## src/rtl/bitctl_pkg.sv

```systemverilog
package bitctl_pkg;
  localparam int OPW = 4;

  typedef enum logic [OPW-1:0] {
    OP_NOP_LO = 4'h0, OP_LOAD  = 4'h1, OP_LOADN = 4'h2, OP_AND  = 4'h3,
    OP_ANDN   = 4'h4, OP_OR    = 4'h5, OP_ORN   = 4'h6, OP_EQV  = 4'h7,
    OP_PUT    = 4'h8, OP_PUTN  = 4'h9, OP_IGATE = 4'hA, OP_OGATE = 4'hB,
    OP_JUMP   = 4'hC, OP_RET   = 4'hD, OP_SKZ   = 4'hE, OP_NOP_HI = 4'hF
  } bop_e;

  typedef struct packed {
    logic acc_wr;
    logic put;
    logic put_inv;
    logic ig_ld;
    logic og_ld;
    logic jump;
    logic ret;
    logic nop_lo;
    logic nop_hi;
    logic skz;
  } bctl_s;

  // Next accumulator value for load and logic opcodes; d is already gated.
  function automatic logic acc_next(bop_e op, logic acc, logic d);
    logic r;
    case (op)
      OP_LOAD:  r = d;
      OP_LOADN: r = ~d;
      OP_AND:   r = acc & d;
      OP_ANDN:  r = acc & ~d;
      OP_OR:    r = acc | d;
      OP_ORN:   r = acc | ~d;
      OP_EQV:   r = ~(acc ^ d);
      default:  r = acc;
    endcase
    return r;
  endfunction

  function automatic bctl_s decode(bop_e op);
    bctl_s c;
    c = '0;
    case (op)
      OP_LOAD, OP_LOADN, OP_AND, OP_ANDN,
      OP_OR, OP_ORN, OP_EQV: c.acc_wr = 1'b1;
      OP_PUT:    c.put = 1'b1;
      OP_PUTN:   begin c.put = 1'b1; c.put_inv = 1'b1; end
      OP_IGATE:  c.ig_ld = 1'b1;
      OP_OGATE:  c.og_ld = 1'b1;
      OP_JUMP:   c.jump = 1'b1;
      OP_RET:    c.ret = 1'b1;
      OP_SKZ:    c.skz = 1'b1;
      OP_NOP_LO: c.nop_lo = 1'b1;
      default:   c.nop_hi = 1'b1;
    endcase
    return c;
  endfunction
endpackage

```

## src/rtl/bitctl_decode.sv

```systemverilog
module bitctl_decode
  import bitctl_pkg::*;
(
  input  logic [OPW-1:0] op_raw,
  input  logic           squash,
  output bop_e           op,
  output bctl_s          ctl
);
  assign op  = bop_e'(op_raw);
  // A squashed (skipped) opcode decodes to no action at all.
  assign ctl = squash ? bctl_s'('0) : decode(op);
endmodule

```

## src/rtl/bitctl_regs.sv

```systemverilog
module bitctl_regs
  import bitctl_pkg::*;
(
  input  logic clk,
  input  logic rst_n,
  input  bop_e op,
  input  logic acc_wr,
  input  logic ig_ld,
  input  logic og_ld,
  input  logic din,
  output logic acc_q,
  output logic ig_q,
  output logic og_q
);
  logic d_gated;
  assign d_gated = din & ig_q;

  always_ff @(posedge clk or negedge rst_n) begin
    if (!rst_n) begin
      acc_q <= 1'b0;
      ig_q  <= 1'b0;
      og_q  <= 1'b0;
    end else begin
      if (acc_wr) acc_q <= acc_next(op, acc_q, d_gated);
      if (ig_ld)  ig_q  <= din;
      if (og_ld)  og_q  <= din;
    end
  end

  // A closed input gate makes a load see 0.
  assert_gate_load_R4: assert property (@(posedge clk) disable iff (!rst_n)
    $past(acc_wr && !ig_q && op == OP_LOAD) |-> !acc_q);
  // Gate-load opcodes never touch the accumulator.
  assert_gate_keep_acc_R7: assert property (@(posedge clk) disable iff (!rst_n)
    $past(ig_ld || og_ld) |-> acc_q == $past(acc_q));
endmodule

```

## src/rtl/bitctl_seq.sv

```systemverilog
module bitctl_seq (
  input  logic clk,
  input  logic rst_n,
  input  logic put,
  input  logic put_inv,
  input  logic jump,
  input  logic ret,
  input  logic nop_lo,
  input  logic nop_hi,
  input  logic skz,
  input  logic acc,
  input  logic og,
  output logic skip_q,
  output logic dat_q,
  output logic oe_q,
  output logic wr_q,
  output logic jump_q,
  output logic ret_q,
  output logic nlo_q,
  output logic nhi_q
);
  logic put_go;
  assign put_go = put & og;

  always_ff @(posedge clk or negedge rst_n) begin
    if (!rst_n) begin
      skip_q <= 1'b0;
      dat_q  <= 1'b0;
      oe_q   <= 1'b0;
      wr_q   <= 1'b0;
      jump_q <= 1'b0;
      ret_q  <= 1'b0;
      nlo_q  <= 1'b0;
      nhi_q  <= 1'b0;
    end else begin
      skip_q <= ret | (skz & ~acc);
      dat_q  <= put_go & (acc ^ put_inv);
      oe_q   <= put_go;
      wr_q   <= put_go;
      jump_q <= jump;
      ret_q  <= ret;
      nlo_q  <= nop_lo;
      nhi_q  <= nop_hi;
    end
  end

  assert_write_gated_R6: assert property (@(posedge clk) disable iff (!rst_n)
    wr_q |-> $past(og));
  assert_skz_arms_R10: assert property (@(posedge clk) disable iff (!rst_n)
    $past(skz && !acc) |-> skip_q);
endmodule

```

## src/rtl/bitctl_core.sv

```systemverilog
module bitctl_core
  import bitctl_pkg::*;
(
  input  logic           clk,
  input  logic           rst_n,
  input  logic [OPW-1:0] op_i,
  input  logic           dat_i,
  output logic           acc_o,
  output logic           dat_o,
  output logic           dat_oe,
  output logic           wr_stb,
  output logic           jump_pulse,
  output logic           ret_pulse,
  output logic           nop_lo_pulse,
  output logic           nop_hi_pulse
);
  bop_e  op;
  bctl_s ctl;
  logic  skip_q, ig_q, og_q;

  bitctl_decode u_dec (.op_raw(op_i), .squash(skip_q), .op(op), .ctl(ctl));

  bitctl_regs u_regs (
    .clk(clk), .rst_n(rst_n), .op(op), .acc_wr(ctl.acc_wr),
    .ig_ld(ctl.ig_ld), .og_ld(ctl.og_ld), .din(dat_i),
    .acc_q(acc_o), .ig_q(ig_q), .og_q(og_q)
  );

  bitctl_seq u_seq (
    .clk(clk), .rst_n(rst_n), .put(ctl.put), .put_inv(ctl.put_inv),
    .jump(ctl.jump), .ret(ctl.ret), .nop_lo(ctl.nop_lo), .nop_hi(ctl.nop_hi),
    .skz(ctl.skz), .acc(acc_o), .og(og_q), .skip_q(skip_q),
    .dat_q(dat_o), .oe_q(dat_oe), .wr_q(wr_stb), .jump_q(jump_pulse),
    .ret_q(ret_pulse), .nlo_q(nop_lo_pulse), .nhi_q(nop_hi_pulse)
  );

  // Event lines visible to the assertions.
  logic ev_any_pulse, ev_flow_exec;
  assign ev_any_pulse = jump_pulse | ret_pulse | nop_lo_pulse | nop_hi_pulse | wr_stb;
  assign ev_flow_exec = ctl.jump | ctl.ret | ctl.nop_lo | ctl.nop_hi | ctl.skz | ctl.put;

  assert_single_event_R8: assert property (@(posedge clk) disable iff (!rst_n)
    $onehot0({jump_pulse, ret_pulse, nop_lo_pulse, nop_hi_pulse, wr_stb}));
  assert_skip_quiet_R11: assert property (@(posedge clk) disable iff (!rst_n)
    skip_q |=> !ev_any_pulse && $stable(acc_o));
  assert_flow_keeps_acc_R8: assert property (@(posedge clk) disable iff (!rst_n)
    $past(ev_flow_exec) |-> acc_o == $past(acc_o));
  assert_ret_arms_R9: assert property (@(posedge clk) disable iff (!rst_n)
    ret_pulse |-> skip_q);
endmodule

```

## config.mk

```make
export PLATFORM = sky130hd
export DESIGN_NAME = bitctl_core
export DESIGN_NICKNAME = d
export VERILOG_FILES = /design/src/rtl/bitctl_pkg.sv /design/src/rtl/bitctl_decode.sv /design/src/rtl/bitctl_regs.sv /design/src/rtl/bitctl_seq.sv /design/src/rtl/bitctl_core.sv
export SDC_FILE = /design/constraint.sdc
export NUM_CORES = 1
export LEC_CHECK = 0
export ABC_AREA = 1
export BUFFER_PORTS_ARGS = -buffer_cell sky130_fd_sc_hd__buf_2
export CORE_AREA = 2 2 39 41
export DETAILED_ROUTE_END_ITERATION = 10
export DIE_AREA = 0 0 41 43
export PLACE_DENSITY = 0.75
export RECOVER_POWER = 50
export SETUP_SLACK_MARGIN = 0.3
export SKIP_CTS_REPAIR_TIMING = 1
export SLEW_MARGIN = 20
export SYNTH_ARGS = -nofsm -noshare
export SYNTH_HDL_FRONTEND = slang
export SYNTH_HIERARCHICAL = 1
export SYNTH_SLANG_ARGS = --single-unit
```

## constraint.sdc

```tcl
create_clock -name clk -period 1.6 [get_ports clk]
set_input_delay 0.24 -clock clk [delete_from_list [all_inputs] [get_ports clk]]
set_output_delay 0.24 -clock clk [all_outputs]
set_load 0.02 [all_outputs]
```

**Word-level counts from Yosys, hierarchy flattened**

Cells that the tools add are included.

- Add/sub/neg operators: 0
- Multiply operators: 0
- Divide/modulo/power cells: 0
- $lt $le $gt $ge: 0
- Equality and inequality tests: 14
- Shift-type cells: 0
- Multiplexer cells: 12
- Bitwise gates (word level): 14
- Reduce and logical (&&, ||, !) cells: 6

Operator list:

| operator | count |
|---|---|
| $eq A4 B4 Y1 const B | 7 |
| $eq A4 B3 Y1 const B | 4 |
| $reduce_or A15 Y1 | 1 |
| $mux W1 | 10 |
| $mux W10 | 1 |
| $eq A4 B2 Y1 const B | 2 |
| $pmux W1 S7 | 1 |
| $reduce_bool A7 Y1 | 1 |
| $reduce_or A7 Y1 | 1 |
| $and A1 B1 Y1 | 6 |
| $eq A4 B1 Y1 const B | 1 |
| $logic_not A4 Y1 | 1 |
| $not A1 Y1 | 3 |
| $or A1 B1 Y1 | 3 |
| $reduce_and A2 Y1 | 1 |
| $reduce_or A2 Y1 | 1 |
| $xor A1 B1 Y1 | 2 |

- Register bits after elaboration: 10
- Bits in latches: 0
- Bits in writable memories: 0
- Memory bits (read-only): 0
- Input port bits: 7
- Output and inout bits: 8
- Word-level logic and storage cells: 56
- Memories kept: 0

**Depth between registers and ports, before layout**

Gate-level depths: netlist of run 1.

- Word-level depth: 6
- Mapped depth: 10
- Gate-level depth less buffers: 10

**Modules after synthesis**

The synthesis of run 1 kept the hierarchy.

By module, submodules not included:

| module | instances | cells each | area an instance (um^2) | sequential area each (um^2) |
|---|---|---|---|---|
| bitctl_seq | 1 | 16 | 221.5 | 175.2 |
| bitctl_regs | 1 | 25 | 193.9 | 75.1 |
| bitctl_decode | 1 | 32 | 147.6 | 0.0 |

**Worst setup path after synthesis of run 1**

OpenSTA, ideal clock, no wires.

- Path type: register to register
- From: reg u_seq.skip_q
- To: reg u_regs.acc_q
- Library setup time: 0.116 ns
- Data arrival time: 1.099 ns
- Required time: 1.484 ns
- Path slack: 0.385 ns
- Stages on the path, launching flop included: 11
- Buffers on the path: 0
- Clock period less this slack: 1.215 ns
- Cells stage by stage: dfrtp_1 -> inv_1 -> nand2_1 -> a21oi_1 -> inv_1 -> nor2_2 -> nand2_1 -> nand2_1 -> nand2_1 -> a21oi_2 -> nor2_1

RTL lines:

| element | line | text |
|---|---|---|
| from (decl) | bitctl_seq.sv:13 | `output logic skip_q,` |
| from (signal assigned) | bitctl_seq.sv:36 | `skip_q <= ret \| (skz & ~acc);` |
| to (signal assigned) | bitctl_regs.sv:24 | `if (acc_wr) acc_q <= acc_next(op, acc_q, d_gated);` |
| to (decl) | bitctl_regs.sv:11 | `output logic acc_q,` |

==> flow_summary.json, run 1 <==
{
  "p_int_uw": 460,
  "die_h_um": 43,
  "combPwrFrac_pct": 19.6,
  "crit_required_ns": 1.74,
  "numClockSinks": 10,
  "vias_per_cell": 4.69,
  "fp.dieW_um": 41,
  "first_pass_iters": 4,
  "async_flop_share_pct": 100,
  "coreArea_mm2": 0.00138,
  "drc": 0,
  "worst-slew-pin-transition_ns": 0.528,
  "dieArea_mm2": 0.00176,
  "syn_area_per_cell_um2": 7.71,
  "syn_nets": 80,
  "switchingPower_uw": 172,
  "ff2ff_path_depth": 5,
  "cellPowerDensity_mw_per_mm2": 924,
  "h-tree-depth": 1,
  "globalRouteOverflowTotal": 0,
  "grt_pass1_vias": 432,
  "fmax_mhz": 761,
  "crit_type": "reg -> reg",
  "p_leak_uw": 0.000366,
  "path_clk_slew_ns": 0.07,
  "whs_endpoint": "u_seq/jump_q$_DFF_PN0_",
  "cts_tree": "yes",
  "tns_ns": 0,
  "portBuffers": 14,
  "crit_path_cell_trace": "inv_1 > clkbuf_4 > nand3_1 > nor2_1 > mux2_2",
  "ys.flop_type": "dfrtp_1",
  "num_io_pins": 15,
  "rr_startpoint": "u_seq/skip_q$_DFF_PN0_",
  "ant_nets": 0,
  "vias": 492,
  "synth.most_common_cell": "nand2_1",
  "antennaDiodeCount": 0,
  "initial_utilization_pct": 40.7,
  "postSynthRegisterBits": 10,
  "rsz0062_at_grt": "yes",
  "maxSlewHeadroom_pct": 64.8,
  "drt_iter0_markers": 32,
  "area_delta_synth_final_pct": 21.6,
  "place_area_um2": 616,
  "period_needed_ns": 1.31,
  "rows": 14,
  "wire_per_inst_um": 10.2,
  "ys_types": 16,
  "finalClockSkew_ns": 0.00310,
  "slowest_delay_ns": 0.38,
  "power_frac_seq_pct": 45.5,
  "max_cap_violations": 0,
  "synth_edf_count": 0,
  "grt_pass1_wl_mm": 1.68,
  "hold_path_depth": 2,
  "syn_inst": 73,
  "grt_usage_pct": 14.3,
  "vdd_ir_drop_max_mv": 0.419,
  "globalplace.congestion": 0.771,
  "report.final.slew_viol_count": 0,
  "grt_max_degree": 11,
  "synth_area_leaders": "dfrtp_1 (44%), nand2_1 (10%), nor2_1 (9.3%)",
  "fillerInstances": 139,
  "status": "complete, no violations",
  "grt_antenna_before_repair": 0,
  "insertion_delay_ns": 0.26,
  "finalSetupViolations": 0,
  "p_sw_share_pct": 27.2,
  "final_area_um2": 684,
  "clockBufferDepth": 2,
  "cts-root-buf": "clkbuf_4",
  "yosysWarnings": 6,
  "min-delay-path-class": "in -> reg",
  "syn_area_um2": 563,
  "routed_wl_mm": 1.07,
  "crit_fanout": 3,
  "end_kind": "flop",
  "nets": 97,
  "min_from": "op_i[0]",
  "synth_common_cells": "nand2_1 (15), nor2_1 (14), dfrtp_1 (10)",
  "dp_hpwl_um": 770,
  "ys_seq_area_share_pct": 44.4,
  "period_share_pct": 82.1,
  "drive_above_1_share_pct": 36.0,
  "r2r_end": "u_regs/ig_q$_DFFE_PN0P_",
  "start_kind": "flop",
  "rrSetupSlack_ns": 0.29,
  "cts_made_buffers": 3,
  "cp.arrival_ns": 1.46,
  "slowest_stage": "dfrtp_1",
  "clockPowerShare_pct": 34.9,
  "yosysTopAreaCellShare_pct": 44.4,
  "synth_top_cell_by_area": "dfrtp_1",
  "finalHoldViolCount": 0
}
metal layers:
metal | vias up | wire, µm | GRT usage [%]
li1 | 253 | - | -
met1 | 218 | 472 | 17.7
met2 | 21 | 515 | 21.9
met3 | 0 | 78 | 4.71
met4 | 0 | 0 | 6.00
met5 | - | 0 | 0
critical path: cells and delay by family (launching register included):
kind,cells,cell delay (ns)
buffers and inverters,2,0.26
AND/OR/NAND/NOR,2,0.21
flip-flops,1,0.38
multiplexers,1,0.34
placed cells by master (no fill, tap or decap), drive strengths merged, types with 2 or more instances in the layout:
cell,Yosys,layout
dfrtp,10,10
nor2,17,17
nand2,18,18
clkbuf,0,7
nand3,5,5
mux2,2,2
a21oi,2,2
inv,10,10
buf,5,13
kinds of logic after synthesis:
logic type / synth area share, %
flops: 44.4
compound gates: 6.00
mux: 4.00
simple gates: 31.6
buf+inv: 14.0
layout make-up:
| class | instances | area (µm²) | area share [%] |
|---|---|---|---|
| Timing Repair Buffer | 17 | 93.8 | 13.7 |
| Clock buffer | 4 | 36.3 | 5.30 |
| Inverter | 11 | 41.3 | 6.03 |
| Tap cell | 16 | 20.0 | 2.93 |
| Multi-Input combinational cell | 47 | 243 | 35.5 |
| Sequential cell | 10 | 250 | 36.6 |
through the flow:
step	setup WS (ns)	power [µW]	hold slack [ns]	instances	util, %
detailed placement	0.257	407	0.110	98	44.5
CTS	0.227	634	-0.177	102	47.1
floorplan	0.385	376	-0.0556	73	-
global route	0.208	671	0.246	105	49.5
finish	0.286	632	0.236	105	49.5
global placement	0.296	402	0.106	98	44.5
registers in the layout, summed over array words and instances (netlist names):
register      flops
u_regs/acc_q      1
u_regs/ig_q       1
u_regs/og_q       1
u_seq/dat_q       1
u_seq/jump_q      1
u_seq/nhi_q       1
u_seq/nlo_q       1
u_seq/ret_q       1
u_seq/skip_q      1
u_seq/wr_q        1
power groups by stage:
stage          Sequential (µW)  Combinational, µW  Clock, µW
2_1_floorplan              300               75.9          0
3_3_place_gp               292                110          0
3_5_place_dp               293                113          0
4_1_cts                    288                114        232
5_1_grt                    292                138        242
6_report                   288                124        221
worst max path at each step:
stage	start	to	cells past startpoint
2_1_floorplan	u_seq/skip_q$_DFF_PN0_	u_regs/acc_q$_DFFE_PN0P_	10
3_3_place_gp	u_seq/skip_q$_DFF_PN0_	u_regs/acc_q$_DFFE_PN0P_	10
3_5_place_dp	u_seq/skip_q$_DFF_PN0_	u_regs/acc_q$_DFFE_PN0P_	10
4_1_cts	u_seq/skip_q$_DFF_PN0_	u_regs/acc_q$_DFFE_PN0P_	10
5_1_grt	u_seq/skip_q$_DFF_PN0_	u_regs/acc_q$_DFFE_PN0P_	10
6_report	u_seq/skip_q$_DFF_PN0_	u_regs/ig_q$_DFFE_PN0P_	5
No activity file was read; power rests on OpenSTA's default activity.
==> run 2: changes to the inputs <==
clock period = 1.3 ns   (was 1.6 ns; I/O delays follow)
==> flow_summary.json, run 2 (synthesis gave the netlist of run 1 again) <==
{
  "status": "complete, no violations",
  "tns_ns": 0,
  "finalHoldViolCount": 0,
  "vias_per_cell": 4.59,
  "crit_path_cell_trace": "inv_2 > nand2_2 > a21oi_2 > inv_2 > nor2_4 > nand2_1 > nand2_1 > nand2_1 > a21oi_2 > nor2_1",
  "report.final.slew_viol_count": 0,
  "finalSetupViolations": 0,
  "nets": 98,
  "p_int_uw": 525,
  "globalplace.congestion": 0.762,
  "combPwrFrac_pct": 24.5,
  "cts_tree": "yes",
  "drt_iter0_markers": 10,
  "period_share_pct": 96.3,
  "worst-slew-pin-transition_ns": 0.507,
  "cts_made_buffers": 3,
  "fmax_mhz": 799,
  "clockBufferDepth": 2,
  "slowest_delay_ns": 0.39,
  "fp.dieW_um": 41,
  "clockPowerShare_pct": 26.9,
  "switchingPower_uw": 205,
  "rsz0062_at_grt": "yes",
  "grt_usage_pct": 14.7,
  "end_kind": "flop",
  "numClockSinks": 10,
  "crit_type": "reg -> reg",
  "crit_required_ns": 1.45,
  "min-delay-path-class": "in -> reg",
  "dp.cells": 98,
  "insertion_delay_ns": 0.25,
  "die_h_um": 43,
  "dp_slack_ns": 0.0110,
  "finish.utilization_pct": 52.4,
  "routed_wl_um": 973,
  "cpMostUsedCell": "nand2_1",
  "p_sw_share_pct": 28.1,
  "path_buf_inv": 2,
  "antennaDiodeCount": 0,
  "grt_max_degree": 11,
  "path_delay_family": "flip-flops",
  "initial_utilization_pct": 40.7,
  "layout_commonest_cell": "nand2_1",
  "crit_fanout": 3,
  "slowest_stage": "dfrtp_1",
  "coreArea_mm2": 0.00138,
  "p_leak_uw": 0.000373,
  "maxSlewHeadroom_pct": 66.2,
  "layout_common_cells": "nand2_1 (14), nor2_1 (12), dfrtp_1 (9)",
  "portBuffers": 14,
  "dieArea_mm2": 0.00176,
  "drc": 0,
  "drive_above_1_share_pct": 41.6,
  "layout_setup_ws_ns": 0.0477,
  "stdcell_count": 105,
  "vdd_ir_drop_max_mv": 0.516,
  "grt_antenna_before_repair": 0,
  "grt_pass1_vias": 423,
  "grt_pass1_wl_mm": 1.66,
  "start_kind": "flop",
  "max_cap_violations": 0,
  "cellPowerDensity_mw_per_mm2": 1010,
  "period_needed_ns": 1.25,
  "num_io_pins": 15,
  "finalClockSkew_ns": 0.000205,
  "rows": 14,
  "first_pass_iters": 4,
  "area_delta_synth_final_pct": 28.9,
  "path_clk_slew_ns": 0.06,
  "cp.arrival_ns": 1.40,
  "dp_hpwl_um": 747,
  "cts-root-buf": "clkbuf_4",
  "h-tree-depth": 1,
  "globalRouteOverflowTotal": 0,
  "ant_nets": 0,
  "wire_per_inst_um": 9.27,
  "power_frac_seq_pct": 48.5,
  "vias": 482
}
## run 2: changes by cell type in the layout (fill, tap and decap cells not counted), sizes merged
cell	change
buf	+3
clkbuf	-3
## run 2: routing by layer
metal	track usage (%)	vias to the layer above	share of wire (%)
met5	0	-	0
met4	10.0	0	0
met3	6.28	0	6.0
met2	20.3	15	50
met1	17.6	215	44
li1	-	252	-
## run 2: power by group through the flow
| stage | registers (µW) | clock network [µW] | logic [µW] |
|---|---|---|---|
| after CTS | 355 | 212 | 140 |
| after global routing | 358 | 230 | 200 |
| final | 354 | 196 | 179 |
| after floorplan | 370 | 0 | 93.5 |
| after detailed placement | 361 | 0 | 139 |
| after global placement | 360 | 0 | 135 |
## run 2: area by class of cell
cell class / instances / area (µm²)
clock buffer: 3 / 22.5
fill: 149 / 658
inverter: 11 / 41.3
multi-input combinational: 47 / 258
sequential: 10 / 251
tap: 16 / 20.0
timing repair buffer: 18 / 133
## run 2: path summary, 6_finish.rpt
kind                                               from  slack, ns                  endpoint  depth (start not counted)
worst min register to register  u_regs/og_q$_DFFE_PN0P_       0.49      u_seq/wr_q$_DFF_PN0_                          2
worst max register to register   u_seq/skip_q$_DFF_PN0_       0.05  u_regs/acc_q$_DFFE_PN0P_                         10
worst max-delay path             u_seq/skip_q$_DFF_PN0_       0.05  u_regs/acc_q$_DFFE_PN0P_                         10
min in group asynchronous                         rst_n       0.41    u_seq/jump_q$_DFF_PN0_                          2
worst min-delay path                            op_i[0]       0.20    u_seq/jump_q$_DFF_PN0_                          2
max in group asynchronous                         rst_n       0.52  u_regs/acc_q$_DFFE_PN0P_                          2
## run 2: metrics by stage
stage                     total power, µW  area, µm²  hold WS (ns)
after floorplan                       463        563        -0.101
after global placement                495        616        0.0607
after detailed placement              501        616        0.0636
after CTS                             707        638        -0.222
after global routing                  787        726         0.182
final                                 730        726         0.196
